[src/rtl/cclk_pkg.sv]
package cclk_pkg;
  typedef enum logic [1:0] {
    REG_STAGE1 = 2'd0,
    REG_STAGE2 = 2'd1,
    REG_SLOT   = 2'd2,
    REG_CTRL   = 2'd3
  } reg_addr_e;

  localparam int CTRL_START_BIT = 0;
  localparam int CTRL_LOCK_BIT  = 1;
  localparam int SLOT_LP_BASE   = 8;
  localparam int SLOT_SEL_BASE  = 16;
endpackage

[src/rtl/cclk_stage1.sv]
module cclk_stage1 #(
  parameter int PW = 4
) (
  input  logic          clk,
  input  logic          rst,
  input  logic [PW-1:0] per,
  input  logic [PW-1:0] high,
  output logic          clk1,
  output logic          last
);
  logic [PW-1:0] cnt;
  logic [PW-1:0] cnt_nxt;

  assign last    = (cnt >= per);
  assign cnt_nxt = last ? '0 : cnt + 1'b1;

  always_ff @(posedge clk) begin
    if (rst) begin
      cnt  <= PW'(1);
      clk1 <= 1'b0;
    end else begin
      cnt  <= cnt_nxt;
      clk1 <= (cnt_nxt <= high);
    end
  end
endmodule

[src/rtl/cclk_stage2.sv]
module cclk_stage2 #(
  parameter int MW = 8
) (
  input  logic          clk,
  input  logic          rst,
  input  logic          rise,
  input  logic          commit,
  input  logic [MW-1:0] m,
  input  logic          clk1,
  output logic          div,
  output logic          low_ok
);
  logic [MW-1:0] cnt;
  logic          tog;
  logic          bypass;

  assign bypass = (m == '0);
  assign div    = bypass ? clk1 : tog;
  assign low_ok = bypass | ~tog;

  always_ff @(posedge clk) begin
    if (rst) begin
      cnt <= '0;
      tog <= 1'b0;
    end else if (commit) begin
      cnt <= '0;
      tog <= 1'b1;
    end else if (rise && !bypass) begin
      if (cnt == m - 1'b1) begin
        cnt <= '0;
        tog <= ~tog;
      end else begin
        cnt <= cnt + 1'b1;
      end
    end
  end
endmodule

[src/rtl/cclk_slot_gate.sv]
module cclk_slot_gate #(
  parameter int NDIV = 4,
  parameter int SELW = 2
) (
  input  logic            clk,
  input  logic            rst,
  input  logic [NDIV-1:0] div,
  input  logic [SELW-1:0] sel,
  input  logic            en,
  input  logic            lp,
  input  logic            busy,
  output logic            src,
  output logic            card
);
  logic gate;

  assign src = div[sel];

  always_ff @(posedge clk) begin
    if (rst) begin
      gate <= 1'b0;
      card <= 1'b0;
    end else begin
      if (!src) gate <= en & (~lp | busy);
      card <= src & gate;
    end
  end
endmodule

[src/rtl/cclk_regs.sv]
module cclk_regs
  import cclk_pkg::*;
#(
  parameter int NSLOT = 2,
  parameter int NDIV  = 4,
  parameter int PW    = 4,
  parameter int MW    = 8,
  parameter int SELW  = 2,
  parameter int DW    = 32
) (
  input  logic                  clk,
  input  logic                  rst,
  input  logic                  reg_wr,
  input  logic                  reg_rd,
  input  logic [1:0]            reg_addr,
  input  logic [DW-1:0]         reg_wdata,
  output logic [DW-1:0]         reg_rdata,
  input  logic                  safe,
  output logic                  commit,
  output logic                  pending,
  output logic                  lock_err,
  output logic [PW-1:0]         sh_p,
  output logic [PW-1:0]         sh_h,
  output logic [NDIV*MW-1:0]    sh_m,
  output logic [NSLOT-1:0]      sh_en,
  output logic [NSLOT-1:0]      sh_lp,
  output logic [NSLOT*SELW-1:0] sh_sel
);
  logic [PW-1:0]         stg_p, stg_h;
  logic [NDIV*MW-1:0]    stg_m;
  logic [NSLOT-1:0]      stg_en, stg_lp;
  logic [NSLOT*SELW-1:0] stg_sel;
  logic [PW-1:0]         eff_p, eff_h;
  logic                  ctrl_wr, start_req;
  logic [DW-1:0]         rd_mux;

  assign ctrl_wr   = reg_wr && (reg_addr == REG_CTRL);
  assign start_req = ctrl_wr && reg_wdata[CTRL_START_BIT];
  assign commit    = pending && safe;
  assign eff_p     = (stg_p == '0) ? PW'(1) : stg_p;
  assign eff_h     = (stg_h >= eff_p) ? eff_p - 1'b1 : stg_h;

  always_ff @(posedge clk) begin
    if (rst) begin
      stg_p   <= '0;
      stg_h   <= '0;
      stg_m   <= '0;
      stg_en  <= '0;
      stg_lp  <= '0;
      stg_sel <= '0;
    end else if (reg_wr) begin
      case (reg_addr)
        REG_STAGE1: begin
          stg_p <= reg_wdata[PW-1:0];
          stg_h <= reg_wdata[2*PW-1:PW];
        end
        REG_STAGE2: stg_m <= reg_wdata[NDIV*MW-1:0];
        REG_SLOT: begin
          for (int s = 0; s < NSLOT; s++) begin
            stg_en[s] <= reg_wdata[s];
            stg_lp[s] <= reg_wdata[SLOT_LP_BASE+s];
            stg_sel[s*SELW +: SELW] <= reg_wdata[SLOT_SEL_BASE+s*SELW +: SELW];
          end
        end
        default: ;
      endcase
    end
  end

  always_ff @(posedge clk) begin
    if (rst) begin
      pending  <= 1'b0;
      lock_err <= 1'b0;
    end else begin
      if (commit) pending <= 1'b0;
      else if (start_req && !pending) pending <= 1'b1;
      if (start_req && pending) lock_err <= 1'b1;
      else if (ctrl_wr && reg_wdata[CTRL_LOCK_BIT]) lock_err <= 1'b0;
    end
  end

  always_ff @(posedge clk) begin
    if (rst) begin
      sh_p   <= PW'(1);
      sh_h   <= '0;
      sh_m   <= '0;
      sh_en  <= '0;
      sh_lp  <= '0;
      sh_sel <= '0;
    end else if (commit) begin
      sh_p   <= eff_p;
      sh_h   <= eff_h;
      sh_m   <= stg_m;
      sh_en  <= stg_en;
      sh_lp  <= stg_lp;
      sh_sel <= stg_sel;
    end
  end

  always_comb begin
    rd_mux = '0;
    case (reg_addr)
      REG_STAGE1: begin
        rd_mux[PW-1:0]    = stg_p;
        rd_mux[2*PW-1:PW] = stg_h;
      end
      REG_STAGE2: rd_mux[NDIV*MW-1:0] = stg_m;
      REG_SLOT: begin
        for (int s = 0; s < NSLOT; s++) begin
          rd_mux[s] = stg_en[s];
          rd_mux[SLOT_LP_BASE+s] = stg_lp[s];
          rd_mux[SLOT_SEL_BASE+s*SELW +: SELW] = stg_sel[s*SELW +: SELW];
        end
      end
      default: begin
        rd_mux[CTRL_START_BIT] = pending;
        rd_mux[CTRL_LOCK_BIT]  = lock_err;
      end
    endcase
  end

  always_ff @(posedge clk) begin
    if (rst) reg_rdata <= '0;
    else if (reg_rd) reg_rdata <= rd_mux;
  end
endmodule

[src/rtl/cclk_gen.sv]
module cclk_gen #(
  parameter int NSLOT = 2,
  parameter int NDIV  = 4,
  parameter int PW    = 4,
  parameter int MW    = 8,
  parameter int DW    = 32
) (
  input  logic             clk,
  input  logic             rst,
  input  logic             reg_wr,
  input  logic             reg_rd,
  input  logic [1:0]       reg_addr,
  input  logic [DW-1:0]    reg_wdata,
  output logic [DW-1:0]    reg_rdata,
  input  logic [NSLOT-1:0] slot_busy,
  output logic [NSLOT-1:0] card_clk
);
  localparam int SELW = (NDIV > 1) ? $clog2(NDIV) : 1;

  logic                  commit, pending, lock_err, safe;
  logic [PW-1:0]         sh_p, sh_h;
  logic [NDIV*MW-1:0]    sh_m;
  logic [NSLOT-1:0]      sh_en, sh_lp;
  logic [NSLOT*SELW-1:0] sh_sel;
  logic                  clk1, s1_last;
  logic [NDIV-1:0]       div_vec, low_vec;
  logic [NSLOT-1:0]      src_vec;

  assign safe = s1_last & (&low_vec);

  cclk_regs #(
    .NSLOT(NSLOT), .NDIV(NDIV), .PW(PW), .MW(MW), .SELW(SELW), .DW(DW)
  ) u_regs (
    .clk(clk), .rst(rst), .reg_wr(reg_wr), .reg_rd(reg_rd),
    .reg_addr(reg_addr), .reg_wdata(reg_wdata), .reg_rdata(reg_rdata),
    .safe(safe), .commit(commit), .pending(pending), .lock_err(lock_err),
    .sh_p(sh_p), .sh_h(sh_h), .sh_m(sh_m), .sh_en(sh_en), .sh_lp(sh_lp),
    .sh_sel(sh_sel)
  );

  cclk_stage1 #(.PW(PW)) u_stage1 (
    .clk(clk), .rst(rst), .per(sh_p), .high(sh_h), .clk1(clk1), .last(s1_last)
  );

  for (genvar k = 0; k < NDIV; k++) begin : g_div
    cclk_stage2 #(.MW(MW)) u_div (
      .clk(clk), .rst(rst), .rise(s1_last), .commit(commit),
      .m(sh_m[k*MW +: MW]), .clk1(clk1),
      .div(div_vec[k]), .low_ok(low_vec[k])
    );
  end

  for (genvar s = 0; s < NSLOT; s++) begin : g_slot
    cclk_slot_gate #(.NDIV(NDIV), .SELW(SELW)) u_gate (
      .clk(clk), .rst(rst), .div(div_vec), .sel(sh_sel[s*SELW +: SELW]),
      .en(sh_en[s]), .lp(sh_lp[s]), .busy(slot_busy[s]),
      .src(src_vec[s]), .card(card_clk[s])
    );
  end
endmodule

[config.mk]
export PLATFORM = sky130hd
export DESIGN_NAME = cclk_gen
export DESIGN_NICKNAME = d
export VERILOG_FILES = /design/src/rtl/cclk_pkg.sv /design/src/rtl/cclk_stage1.sv /design/src/rtl/cclk_stage2.sv /design/src/rtl/cclk_slot_gate.sv /design/src/rtl/cclk_regs.sv /design/src/rtl/cclk_gen.sv
export SDC_FILE = /design/constraint.sdc
export NUM_CORES = 1
export LEC_CHECK = 0
export BUFFER_PORTS_ARGS = -buffer_cell sky130_fd_sc_hd__buf_2
export CORE_MARGIN = 2
export CORE_UTILIZATION = 60
export DETAILED_ROUTE_END_ITERATION = 6
export PLACE_DENSITY_LB_ADDON = 0.05
export SETUP_SLACK_MARGIN = 0.15
export SLEW_MARGIN = 0
export SYNTH_ARGS = -nofsm -noshare
export SYNTH_HDL_FRONTEND = slang
export SYNTH_SLANG_ARGS = --single-unit
[constraint.sdc]
create_clock -name clk -period 3.7 [get_ports clk]
set_input_delay 0.185 -clock clk [delete_from_list [all_inputs] [get_ports clk]]
set_output_delay 0.185 -clock clk [all_outputs]
set_load 0.03 [all_outputs]
== After elaboration in Yosys (flattened, before gate mapping) ==
Cells that the tools add are included.
Cells by class
  mux-type cells: 35
  eq/ne operators: 7
  order comparisons: 5
  reduce and logical (&&, ||, !) cells: 39
  bitwise logic cells: 17
  add/sub/neg operators: 10
Operators by type and width (number)
  adder 8 x 1 -> 8 bit, second input constant: 4
  equality test 8 bit: 4
  zero test 8 bit: 4
  2-to-1 mux 8 bit: 4
  subtractor 8 x 1 -> 8 bit, second input constant: 4
  2-to-1 mux 1 bit: 20
  nonzero test 2 bit: 9
  AND reduction 2 bit: 7
  2-to-1 mux 12 bit: 1
  2-to-1 mux 4 bit: 3
  case mux 6 bit (2 select lines): 1
  logical AND 1 bit: 10
  greater-or-equal comparator 4 bit: 2
  case mux 4 bit (2 select lines): 1
  < comparator 2 x 3 -> 1 bit, second input constant: 2
  2-to-1 mux 6 bit: 1
  NOT 1 bit: 6
  bitwise OR 1 bit: 6
  case mux 2 bit (3 select lines): 1
  AND 1 bit: 5
  zero test 1 bit: 5
  adder 4 x 1 -> 4 bit, second input constant: 1
  binary-select mux 1 bit (select 2 bit): 2
  equality test 2 bit, second input constant: 2
  8 further kinds: 8
Word-level totals
  output and inout port bits: 34
  bits in registers: 175
  logic and storage cells: 142

== Logic depth before layout (Yosys ltp) ==
  depth in word-level cells: 7
  gate-level depth with buffers: 14
  mapped depth without buffers: 13

== Cells and area by module ==
From an unflattened synthesis, not the netlist that was laid out.
Second synthesis, totals
  cells, all modules: 1021
  area, all modules: 8216.6 sq um
Modules (own cells, without submodules)
  cclk_regs: area each 4902.2 sq um, seq. area each 2602.5 sq um, cells each 608, times used 1
  cclk_stage2: area each 683.2 sq um, seq. area each 180.2 sq um, cells each 88, times used 4
  cclk_stage1: area each 376.6 sq um, seq. area each 100.1 sq um, cells each 44, times used 1
  cclk_slot_gate: area each 96.3 sq um, seq. area each 40.0 sq um, cells each 7, times used 2
  cclk_gen: area each 12.5 sq um, seq. area each 0.0 sq um, cells each 3, times used 1

== Worst setup path before layout ==
OpenSTA, ideal clock, no wires.
  path type: reg-to-reg
  start: register u_stage1.cnt[0]
  end: register u_stage1.clk1
  cell stages (with the launch flop): 15
  path slack: 1.008 ns
  arrival time: 2.627 ns
  buffers on the path: 1
  cell sequence: dfxtp_1 -> inv_1 -> ha_1 -> nand2b_1 -> a2111oi_1 -> or2_1 -> buf_2 -> and2_1 -> ha_1 -> nor2b_1 -> o21ai_0 -> nand2b_1 -> a21oi_1 -> a41oi_1 -> nor2_1
On the way
  longest elaborated chain between the ends: 3
RTL lines
  from (decl): line cclk_stage1.sv:11  | logic [PW-1:0] cnt;
  from (signal assigned): line cclk_stage1.sv:22  | cnt <= cnt_nxt;
  adder 4 x 1 -> 4 bit or greater-or-equal comparator 4 bit (tied branches): line cclk_stage1.sv:15, cclk_stage1.sv:14
  2-to-1 mux 4 bit *: line cclk_stage1.sv:15  | assign cnt_nxt = last ? '0 : cnt + 1'b1;
  net u_stage1.cnt_nxt[1]: line cclk_stage1.sv:12  | logic [PW-1:0] cnt_nxt;
  <= comparator 4 bit *: line cclk_stage1.sv:23  | clk1 <= (cnt_nxt <= high);
  to (signal assigned): line cclk_stage1.sv:23
  to (decl): line cclk_stage1.sv:8  | output logic clk1,
Mark *: on every way through the listed nets, which the timed path passes. The rest lies on a longest branch.
A chain may end at the register's enable or synchronous reset.

== Final worst setup path ==
  start: register u_stage1.cnt[0]
  end: register u_regs.sh_m[21]
On the way
  longest elaborated chain between the ends: 3
RTL lines
  greater-or-equal comparator 4 bit: line cclk_stage1.sv:14  | assign last = (cnt >= per);
  AND 1 bit: line cclk_gen.sv:29  | assign safe = s1_last & (&low_vec);
  logical AND 1 bit: line cclk_regs.sv:39  | assign commit = pending && safe;
  to (signal assigned): line cclk_regs.sv:93  | sh_m <= stg_m;
  to (decl): line cclk_regs.sv:24  | output logic [NDIV*MW-1:0] sh_m,
No other way between the ends.

==> out/results.md <==
• run status: complete, no violations
• time the worst path needs with I/O delays and setup: 3100 ps
• Layout fillers: 1184
• Worst Hold Class: in2reg
• critical path endpoint: u_regs.sh_m[21]
• Mapped Cells: 1039
• library cell contributing the largest single delay on the critical path: a2111oi_1
• post-route clock skew: 9.42 ps
• Clock Pin Slew Worst Setup and Hold Paths: 70 ps
• post-route fraction of the period consumed by the critical path: 83.8%
• total number of vias: 7329
• number of distinct library cells after synthesis: 56
• commonest cells in the netlist: nand2_1, dfxtp_1, a21oi_1
• number of diodes added for antenna fixing: 0
• top cell type's share of synthesized area: 42.2%
• fraction of final layout cells with drive strength greater than 1: 10.7%
• cell with the most instances after synthesis: nand2_1
• cell area after synthesis: 8310 um^2
• # Max-Cap Violations: 0
• nature of the critical path startpoint: flip-flop
• Final Hold Violating Endpoints: 0
• most area-hungry cell type in the Yosys netlist: dfxtp_1
• fraction of registers with async set or reset after synthesis: 0%
• top flip-flop cell by instance count after synthesis: dfxtp_1
• number of synthesized flops with an enable pin: 0
• Port Buffer Count: 73
• yosys synthesis warning count: 0
• Core Area: 13700 um^2
• Post-DRT Antenna Nets: 0
• clock root cell: clkbuf_16
• leftover overflow at the end of global routing: 0
• maximum clock insertion buffer count: 2
• wire length of the first global-routing pass: 32.2 mm
• pin count of the biggest net entering global routing: 87
• number of vias per cell after detailed routing: 5.66
• unrepaired setup endpoints after global routing: no
• cell-by-cell listing of the critical path: inv_1, ha_1, nand2b_1, a2111oi_1, or2_1, or4_1, buf_4, nand2_1, a21oi_1
• global-route usage over all layers: 27.1%
• Seq/Total Area, Yosys: 42.2%
• clock net sink count: 175
• highest clock rate: 323 MHz
• count of cell instances traversed by the critical path: 9
• Die Span Y: 122 um
• actual transition at the worst max-transition pin: 1200 ps
• leading post-synthesis cells by cell area: dfxtp_1, nand2_1, a21oi_1
• overall routed net length: 19.4 mm
• Crit path largest cell delay: 660 ps
• TritonCTS clock tree: built
• area enclosed by the die boundary: 14800 um^2
• CP required: 4060 ps
• Mapped Nets: 1109
• vias in the first global route: 6498
• Final Util: 69.5%
• count of placed standard cells in the final layout, fillers left out: 1294
• number of rows created at floorplan: 43
• post-layout net count: 1172
• Critical R2R Launch: u_stage1.cnt[0]
• pwr dens: 416 nW/um^2
• R2R depth: 9
• post-synthesis average cell area: 8.00 um^2
• Clock Latency Late Sink: 440 ps
• number of antenna violations at the first check in global routing: 0
• router iterations before antenna repair: 5
• global placer's final weighted congestion: 0.904
• data arrival time of the critical path: 3460 ps
• number of H-tree levels: 4
• buffers inserted by post-CTS timing repair: 0
• Worst VDD drop: 0.000334 V
• Final Max Slew Viols: 0
• Buffers & Inverters on Critical Path: 2
• CP top delay family: simple AND/OR/NAND/NOR gates
• HPWL after detailed placement: 12.9 mm
• Starting Density: 60.6%
• capture point of the worst reg-to-reg path: u_regs.sh_m[21]
• area growth from synthesis to final layout: 14.7%
• crit end category: flip-flop
• worst rel slew slack: 19.7%
• wire length per cell: 15.0 um
• first element of the critical path: u_stage1.cnt[0]
• setup TNS after final layout: 0 ps
• Leakage Power: 0.00358 uW
• DR DRC count: 0
• die extent in x: 122 um
• cts bufs inserted: 17
• final setup violation count: 0
• Yosys reg bits: 175
• number of violations reported at the end of detailed-routing iteration 0: 535
• ports placed on the boundary: 74
• setup slack on the worst flop-to-flop path: 600 ps
• maximum fanout along the worst path: 25
• Crit Path Class: reg2reg
• # placed instances: 1236
flip-flops by register name, summed over array words and instances, names as in the netlist:
register / count
u_regs.stg_en: 2
u_regs.sh_h: 4
u_stage1.clk1: 1
g_slot.u_gate.gate: 2
u_regs.sh_sel: 4
u_regs.stg_lp: 2
g_div.u_div.tog: 4
u_regs.reg_rdata: 32
g_slot.u_gate.card: 2
u_regs.sh_en: 2
g_div.u_div.cnt: 32
u_regs.sh_m: 32
u_regs.sh_lp: 2
u_regs.stg_m: 32
u_regs.stg_h: 4
u_regs.stg_sel: 4
u_regs.sh_p: 4
u_stage1.cnt: 4
u_regs.lock_err: 1
u_regs.pending: 1
u_regs.stg_p: 4
final cells by class:
class	count	area [um^2]	share of cell area [%]
clock inverters	11	108	1.13
inverters	27	101	1.06
flip-flops and latches	175	3500	36.8
clock buffers	20	437	4.58
well taps	180	225	2.36
multi-input cells	774	4470	46.9
repair buffers	107	691	7.25
worst min-delay path: stages:
cell and delay [ps]:
buf_2 110, nand2_1 60, a21oi_1 50
cell families (layout without fill, tap and decap cells):
group                    count (synthesis)  in the layout  synth area share [%]
AND/OR/NAND/NOR                        466            466                  26.4
AO/OA/AOI/OAI                          213            213                  15.2
flip-flops                             175            175                  42.2
buffers and inverters                   90            165                  4.28
XOR/XNOR                                50             50                  5.27
adder cells (fa/ha/maj)                 30             30                  4.52
multiplexers                            15             15                  2.11
report_power, final:
group	internal, uW	switching (uW)	leakage, uW	total [uW]
Sequential	1920	34.1	0.00142	1950
Clock	931	753	0.000267	1680
Combinational	127	200	0.00189	327
cell usage in the layout (no fill, tap or decap), drive strengths merged, types with 3 or more instances in the layout:
cell,synthesis,routed
nor4,10,10
nor2b,7,7
xnor2,24,24
nand2b,28,28
nand2,219,219
nand3,70,70
inv,27,31
or4,4,4
clkbuf,52,20
nor3b,3,3
ha,30,30
buf,11,80
or3,3,3
o211a,3,3
nor3,13,13
dlygate4sd3,0,27
nor2,64,64
nor4b,4,4
nand4,6,6
a22o,7,7
a211oi,7,7
dfxtp,175,175
xor2,26,26
a31oi,18,18
clkinv,0,5
o21ai,10,10
nand4b,6,6
a22oi,7,7
and2,5,5
a21oi,134,134
nand3b,9,9
mux2i,13,13
or2,3,3
and3,12,12
a21o,4,4
how the worst min path moves through the flow:
stage | start | slack (ps) | endpoint | cells after the start
floorplan | reg_wdata[0] | 320 | u_regs.stg_m[0] | 2
global placement | reg_wdata[28] | 430 | u_regs.stg_m[28] | 3
detailed placement | reg_wdata[10] | 440 | u_regs.stg_m[10] | 3
CTS | reg_wdata[20] | 1 | u_regs.stg_m[20] | 3
global route | reg_wdata[6] | 20 | u_regs.stg_h[2] | 3
finish | reg_wdata[6] | 10 | u_regs.stg_m[6] | 3
metal layers:
layer  track usage [%]  share of wire [%]  up-vias
li1                  -                  -     3708
met4              7.47                1.3        0
met3              5.29                5.7       26
met5                 0                  0        -
met1              42.1                 51     3402
met2              37.8                 42      193
metrics by stage:
stage / area [um^2] / setup slack (ps) / power, uW / hold slack (ps)
finish: 9530 / 599 / 3960 / 12.7
global route: 9530 / 383 / 4090 / 23.6
CTS: 9530 / 583 / 3980 / 1.19
detailed placement: 8720 / 618 / 2290 / 435
global placement: 8720 / 689 / 2290 / 430
floorplan: 8310 / 1010 / 2200 / 321
timing repair:
item,CTS,global route
setup endpoints to repair,0,0
hold endpoints to repair,33,0
resized for setup,0,0
hold buffers,27,0
Power figures use the tool's default switching activity.
